===== config.mk =====
export PLATFORM = sky130hd
export DESIGN_NAME = sclRateGen
export DESIGN_NICKNAME = d
export VERILOG_FILES = /design/src/rtl/sclDivPkg.sv /design/src/rtl/sclDivPath.sv /design/src/rtl/sclDivCtrl.sv /design/src/rtl/sclRateGen.sv
export SDC_FILE = /design/constraint.sdc
export NUM_CORES = 1
export LEC_CHECK = 0
export BUFFER_PORTS_ARGS = -buffer_cell sky130_fd_sc_hd__buf_2
export CORE_ASPECT_RATIO = 1.25
export CORE_UTILIZATION = 60
export CTS_CLUSTER_SIZE = 25
export DETAILED_ROUTE_END_ITERATION = 16
export HOLD_SLACK_MARGIN = 0.06
export PLACE_DENSITY = 0.8
export RECOVER_POWER = 25
export SETUP_SLACK_MARGIN = 0.4
export SYNTH_ARGS = -nofsm -noshare
export SYNTH_HDL_FRONTEND = slang
export SYNTH_HIERARCHICAL = 1
export SYNTH_SLANG_ARGS = --single-unit

===== constraint.sdc =====
create_clock -name clk -period 3.85 [get_ports clk]
set_clock_uncertainty 0.2 [all_clocks]
set_input_delay 0.1925 -clock clk [delete_from_list [all_inputs] [get_ports clk]]
set_output_delay 0.1925 -clock clk [all_outputs]
set_load 0.01 [all_outputs]

===== src/rtl/sclDivPkg.sv =====
package sclDivPkg;
  // progress strobes from the datapath to the control
  typedef struct packed {
    logic tick;  // module-clock enable
    logic wrap;  // last tick of the bit period
  } pathStb_t;

  // quarter-phase strobes for the bus sequencer
  typedef struct packed {
    logic sclLow;
    logic sdaDrive;
    logic sclHigh;
    logic sdaSample;
  } phaseStb_t;
endpackage


===== src/rtl/sclDivPath.sv =====
module sclDivPath
  import sclDivPkg::*;
#(
  parameter int CDF_W = 2,
  parameter int CNT_W = 10
) (
  input  logic             clk,
  input  logic             rstN,
  input  logic [CDF_W-1:0] cdf,
  input  logic [CNT_W-1:0] lastCnt,
  output pathStb_t         stb,
  output logic [CNT_W-1:0] cnt
);
  logic [CDF_W-1:0] divCnt;

  always_comb begin
    stb.tick = (divCnt == cdf);
    stb.wrap = stb.tick && (cnt == lastCnt);
  end

  always_ff @(posedge clk) begin
    if (!rstN) begin
      divCnt <= '0;
      cnt    <= '0;
    end else begin
      divCnt <= stb.tick ? '0 : divCnt + 1'b1;
      if (stb.wrap)
        cnt <= '0;
      else if (stb.tick)
        cnt <= cnt + 1'b1;
    end
  end
endmodule


===== src/rtl/sclDivCtrl.sv =====
module sclDivCtrl
  import sclDivPkg::*;
#(
  parameter int CDF_W    = 2,
  parameter int SCGD_W   = 6,
  parameter int CNT_W    = SCGD_W + 4,
  parameter int RST_CDF  = 0,
  parameter int RST_SCGD = 0
) (
  input  logic                    clk,
  input  logic                    rstN,
  input  logic                    cfgWe,
  input  logic [CDF_W+SCGD_W-1:0] cfgData,
  input  pathStb_t                stb,
  input  logic [CNT_W-1:0]        cnt,
  output logic [CDF_W-1:0]        actCdf,
  output logic [CNT_W-1:0]        lastCnt,
  output phaseStb_t               phase,
  output logic                    sclOut
);
  localparam int SCGD_MAX = (1 << SCGD_W) - 2;

  logic [CDF_W-1:0]  pendCdf;
  logic [SCGD_W-1:0] pendScgd, actScgd, wrScgd;
  logic [CNT_W-1:0]  quarter, half, threeQ;

  always_comb begin
    wrScgd  = (cfgData[CDF_W +: SCGD_W] == '1) ? SCGD_W'(SCGD_MAX)
                                                : cfgData[CDF_W +: SCGD_W];
    quarter = CNT_W'({actScgd, 1'b0}) + CNT_W'(5);
    half    = quarter << 1;
    threeQ  = half + quarter;
    lastCnt = (quarter << 2) - 1'b1;
    phase.sclLow    = stb.tick && (cnt == '0);
    phase.sdaDrive  = stb.tick && (cnt == quarter);
    phase.sclHigh   = stb.tick && (cnt == half);
    phase.sdaSample = stb.tick && (cnt == threeQ);
  end

  always_ff @(posedge clk) begin
    if (!rstN) begin
      pendCdf  <= CDF_W'(RST_CDF);
      pendScgd <= SCGD_W'(RST_SCGD);
      actCdf   <= CDF_W'(RST_CDF);
      actScgd  <= SCGD_W'(RST_SCGD);
      sclOut   <= 1'b1;
    end else begin
      if (cfgWe) begin
        pendCdf  <= cfgData[CDF_W-1:0];
        pendScgd <= wrScgd;
      end
      if (stb.wrap) begin
        actCdf  <= pendCdf;
        actScgd <= pendScgd;
      end
      if (phase.sclLow)
        sclOut <= 1'b0;
      else if (phase.sclHigh)
        sclOut <= 1'b1;
    end
  end
endmodule


===== src/rtl/sclRateGen.sv =====
module sclRateGen
  import sclDivPkg::*;
#(
  parameter int CDF_W    = 2,
  parameter int SCGD_W   = 6,
  parameter int RST_CDF  = 0,
  parameter int RST_SCGD = 0
) (
  input  logic                    clk,
  input  logic                    rstN,
  input  logic                    cfgWe,
  input  logic [CDF_W+SCGD_W-1:0] cfgData,
  output logic                    modTick,
  output logic                    sclLowStb,
  output logic                    sdaDriveStb,
  output logic                    sclHighStb,
  output logic                    sdaSampleStb,
  output logic                    sclOut
);
  localparam int CNT_W = SCGD_W + 4;

  pathStb_t         pathStb;
  phaseStb_t        phase;
  logic [CNT_W-1:0] cnt, lastCnt;
  logic [CDF_W-1:0] actCdf;

  sclDivPath #(.CDF_W(CDF_W), .CNT_W(CNT_W)) uPath (
    .clk(clk), .rstN(rstN), .cdf(actCdf), .lastCnt(lastCnt),
    .stb(pathStb), .cnt(cnt)
  );

  sclDivCtrl #(.CDF_W(CDF_W), .SCGD_W(SCGD_W), .CNT_W(CNT_W),
               .RST_CDF(RST_CDF), .RST_SCGD(RST_SCGD)) uCtrl (
    .clk(clk), .rstN(rstN), .cfgWe(cfgWe), .cfgData(cfgData),
    .stb(pathStb), .cnt(cnt), .actCdf(actCdf), .lastCnt(lastCnt),
    .phase(phase), .sclOut(sclOut)
  );

  assign modTick      = pathStb.tick;
  assign sclLowStb    = phase.sclLow;
  assign sdaDriveStb  = phase.sdaDrive;
  assign sclHighStb   = phase.sclHigh;
  assign sdaSampleStb = phase.sdaSample;
endmodule


# Word level (Yosys, flattened, before mapping)
# Index checks and enable logic that the tools add are counted.
# Widths: inputs -> output; s select.
# word_totals
wordCells	31
ff_bits	29
output_inout_bits	6
# classes
n_eq_ne	6
add_sub_neg	5
mux	3
reduce_logical	9
bitwise	1
# ops
cell	n
$eq 10x10->1	4
$add 10x1->10 const B	1
$add 10x10->10	1
$logic_not 10->1	1
$sub 10x1->10 const B	1
$add 7x3->8 const B	1
$eq 6x6->1 const B	1
$mux 6	1
$logic_and 1x1->1	5
$reduce_or 2->1	2
$add 2x1->2 const B	1
$eq 2x2->1	1
$mux 1	2
$reduce_bool 2->1	1
$not 1->1	1

# Logic depth before layout (Yosys ltp)
# depth
depth_word	5
depth_mapped	11
mapped_depth_nobuf	10

# Cells and area by module
# The synthesis kept the hierarchy.
# modules_own_cells
mod	instances	cells_each	area_each_um2
sclDivCtrl	1	176	1491.4
sclDivPath	1	73	668.1

# Worst setup path after synthesis
# No wires, ideal clock.
# synth_timing
kind	register to output
startpoint	register uCtrl.actScgd[1]
endpoint	output port sdaSampleStb
slack_ps	750
arrival_time_ps	2707
path_stages_with_launch	11
n_path_buf	1
cell_sequence	dfxtp_1 -> inv_1 -> ha_1 -> clkbuf_1 -> inv_1 -> ha_1 -> a21oi_1 -> a31oi_1 -> o21a_1 -> a2111o_1 -> a2111oi_2
# synth_between
elab_chain_cells	4
# synth_rtl
element	line_no	source
from (decl)	sclDivCtrl.sv:24	logic [SCGD_W-1:0] pendScgd, actScgd, wrScgd;
from (signal assigned)	sclDivCtrl.sv:45	actScgd <= SCGD_W'(RST_SCGD);
from (signal assigned)	sclDivCtrl.sv:54	actScgd <= pendScgd;
$add 7x3->8	sclDivCtrl.sv:30	quarter = CNT_W'({actScgd, 1'b0}) + CNT_W'(5);
$add 10x10->10	sclDivCtrl.sv:32	threeQ = half + quarter;
$eq 10x10->1	sclDivCtrl.sv:37	phase.sdaSample = stb.tick && (cnt == threeQ);
$logic_and 1x1->1	sclDivCtrl.sv:37	
to (decl)	sclRateGen.sv:17	output logic sdaSampleStb,
# Every way passes these cells.

# Worst setup path in the final report
# Ends and elaborated chain as after synthesis.

==> summary.md <==
| Metric | Value |
|---|---|
| Status | finished clean |
| Final net count | 293 |
| Gr ovfl total | 0 |
| Die area | ~3800 um^2 |
| PD cells | ~260 nW/um^2 |
| Fin Setup TNS | 0 ps |
| Power share of the combinational group | 0.100 |
| # Max-Cap Violations | 0 |
| Reg power frac | 0.509 |
| Worst path bufs/invs | 3 |
| Layout cell share with drive strength beyond 1 | 0.146 |
| DR vias | 1818 |
| Most common cell in the synthesized netlist | dfxtp_1 |
| Initial Utilization | 0.625 |
| Post-synth top cells | dfxtp_1, xnor2_1, xor2_1 |
| Yosys cell types | between 50 and 60 |
| Fin. Hold Viols | 0 |
| Clock transition at the registers of the reported paths | ~60 ps |
| Synth Instances | between 200 and 250 |
| Worst-Margin Slew | about 730 ps |
| Class of the worst hold path | input pin to register |
| P_int | about 0.00048 W |
| CP startpoint kind | register |
| Top cell type by total area after synthesis | dfxtp_1 |
| Worst-path cell chain | inv_2, ha_1, buf_4, or4_1, a31oi_1, o21a_1, o221ai_1, a2111oi_2, buf_2 |
| CP peak stage delay | between 500 and 600 ps |
| Ys Warns | 6 |
| Max-slew violation count | 0 |
| DP HPWL | 3.22 mm |
| Iteration-0 DRC Markers | 71 |
| First-pass DRT Iterations | 4 |
| IO buf count | 16 |
| Post-route minimum period | approximately 3300 ps |
| Critical-path top delay cell | or4_1 |
| Initial antenna violation count | 0 |
| Clock sinks | 29 |
| Top_reg_cell synth | dfxtp_1 |
| Top delay family on crit path | compound AO/OA/AOI/OAI gates |
| Ports | 17 |
| Fin crit share | 0.855 |
| Clock root cell | clkbuf_8 |
| TritonCTS buffer count | 5 |
| Final Setup Violations | 0 |
| WS Path Type | register to output port |
| Largest net degree at the start of global routing | 20 |
| Worst slew margin | 0.515 |
| Antenna-violating nets left | 0 |
| Pleak | approximately 0.97 nW |
| Clock latency at the later pin of the worst-skew pair | 280 ps |
| GRT Util Overall | 0.257 |
| Overall power | about 0.00063 W |
| Clock Path Buffers | 2 |
| Yosys reg bits | 29 |
| Post-synth top area share | 0.269 |
| Asr flop ratio synth | 0 |
| Vias in the first global route | 1718 |
| Die Ht | just under 70 um |
| Placed cells | 297 |
| DRC viols | 0 |
| Core Region | 3450 um^2 |
| Post CTS Setup Buffer Count | 0 |
| P&R area growth vs syn | 14.1% |
| Clock network power share | 0.392 |
| Net Sw Frac | 0.232 |
| Routability cong. | slightly below 0.9 |
| CTS tree | yes |
| Row count | 24 |
| First-pass GRT wire length | around 7.7 mm |
| Chip Width | 55.7 um |
| Maximum vdd drop | 275 uV |
| Via density | 5.81 |
| Post-synth EDFFs | 0 |
| Mean Syn Cell Area | 8.67 um^2 |
| Per-cell routed wire length | 14.8 um |
| ANT cells | 0 |
| Syn Std Cell Area | 2160 um^2 |
| Post-Route Utilization | 0.713 |
| Worst endpoint required time | about 3500 ps |
| H-tree Lvls | 2 |
| RSZ-0062 raised after global routing | false |
| Sequential share of the synthesized area | 0.269 |
| Psw | 0.000147 W |
| Dominant cells by area after synthesis | dfxtp_1, xnor2_1, xor2_1 |
| Finished Layout Cells | 313 |
| Max Freq | between 0.3 and 0.4 GHz |
| Crit Path Max Fanout | 8 |
| Drt total wl | ~4.6 mm |
| CP Capture Type | output port |
| CP arrival | between 2000 and 3000 ps |
[worst paths after layout]
path / startpoint / end / slack, ps / cells after the start
max: uCtrl/actScgd[1]$_SDFFE_PN0P_ / sdaSampleStb / 560 / 9
min: cfgWe / uCtrl/pendScgd[0]$_SDFFE_PN0P_ / 170 / 3
max reg2reg: uCtrl/actScgd[2]$_SDFFE_PN0P_ / uCtrl/actCdf[1]$_SDFFE_PN0P_ / 1190 / 10
min reg2reg: uPath/divCnt[0]$_SDFF_PP0_ / uPath/divCnt[0]$_SDFF_PP0_ / 300 / 1
[state kept, by name, indices dropped and copies added (netlist names)]
signal and cells:
uCtrl/pendScgd 6, uCtrl/actScgd 6, uCtrl/actCdf 2, uCtrl/pendCdf 2
uCtrl/sclOut 1, uPath/divCnt 2, uPath/cnt 10
[worst reg2reg max path, cell delays in order, from the launching register on]
cell and delay, ps:
dfxtp_2 450, ha_4 250, nand3_1 150, xnor2_1 240, buf_4 180, xnor2_1 110, nand2_1 150, nor4_2 260
buf_4 230, mux2i_1 240, nor2b_1 70
[routing by layer]
layer / vias up / global-route usage / part of all wire
met1: 848 / 0.311 / 0.46
met2: 32 / 0.442 / 0.50
met3: 8 / 0.0582 / 0.033
li1: 930 / - / -
met5: - / 0 / 0
met4: 0 / 0.0889 / 0.014
[what timing repair did]
| action | 4_1_cts | 5_1_grt |
|---|---|---|
| gates cloned | 0 | 0 |
| endpoints found under the hold margin | 9 | 0 |
| endpoints found under the setup margin | 1 | 1 |
| hold buffers | 9 | 0 |
| gates resized for setup | 1 | 5 |
[area by class of cell]
cell class	count	area (um^2)
fill	287	990
clock buffer	7	86.3
tap	39	48.8
multi-input combinational	202	1510
timing repair buffer	31	213
inverter	5	18.8
sequential	29	584
[power by group through the flow]
| stage | logic, W | registers, W | clock network (W) |
|---|---|---|---|
| after floorplan | 0.0000410 | 0.000325 | 0 |
| after global placement | 0.0000533 | 0.000327 | 0 |
| after detailed placement | 0.0000549 | 0.000327 | 0 |
| after CTS | 0.0000621 | 0.000321 | 0.000251 |
| after global routing | 0.0000686 | 0.000323 | 0.000264 |
| final | 0.0000629 | 0.000321 | 0.000247 |
[cells in the final DEF (no fill, tap or decap), types with 2 or more instances in the layout]
master         synthesis  final
xnor2_1               26     26
dfxtp_1               29     26
xor2_1                21     21
nor2b_1               16     16
nor2_1                15     15
mux2i_1               15     15
buf_2                  2     14
nand2_1               11     11
nand3_1               10     10
dlygate4sd3_1          0      9
nand4_1                9      9
o21ai_0                8      8
a21oi_1                7      7
ha_1                   8      7
clkbuf_8               0      6
buf_4                  4      6
nor4_1                 5      4
inv_1                  5      4
and2_1                 4      4
clkbuf_1               8      3
a31oi_1                3      3
conb_1                 2      3
dfxtp_2                0      3
or3_1                  3      3
nor3_1                 2      2
nand2b_1               2      2
o22ai_1                2      2
o21a_1                 2      2
o211ai_1               2      2
and3_1                 2      2
xnor2_2                2      2
[per-stage QoR]
step | area [um^2] | setup WS [ps] | hold WS, ps
6_report | 2460 | 557 | 174
5_1_grt | 2460 | 419 | 185
4_1_cts | 2450 | 410 | 167
3_5_place_dp | 2270 | 593 | 277
3_3_place_gp | 2270 | 657 | 247
2_1_floorplan | 2160 | 750 | 121
[cells by family (layout without fill, tap and decap cells)]
| logic type | Yosys count | in the layout | share of synthesized area |
|---|---|---|---|
| simple gates | 86 | 86 | 0.218 |
| xor+xnor | 50 | 50 | 0.213 |
| compound gates | 40 | 40 | 0.140 |
| flops | 29 | 29 | 0.269 |
| buf+inv | 19 | 43 | 0.0411 |
| mux | 15 | 15 | 0.0695 |
| fa+ha+maj | 8 | 8 | 0.0464 |
| other cells | 2 | 3 | 0.00348 |
Power figures use the tool's default switching activity.
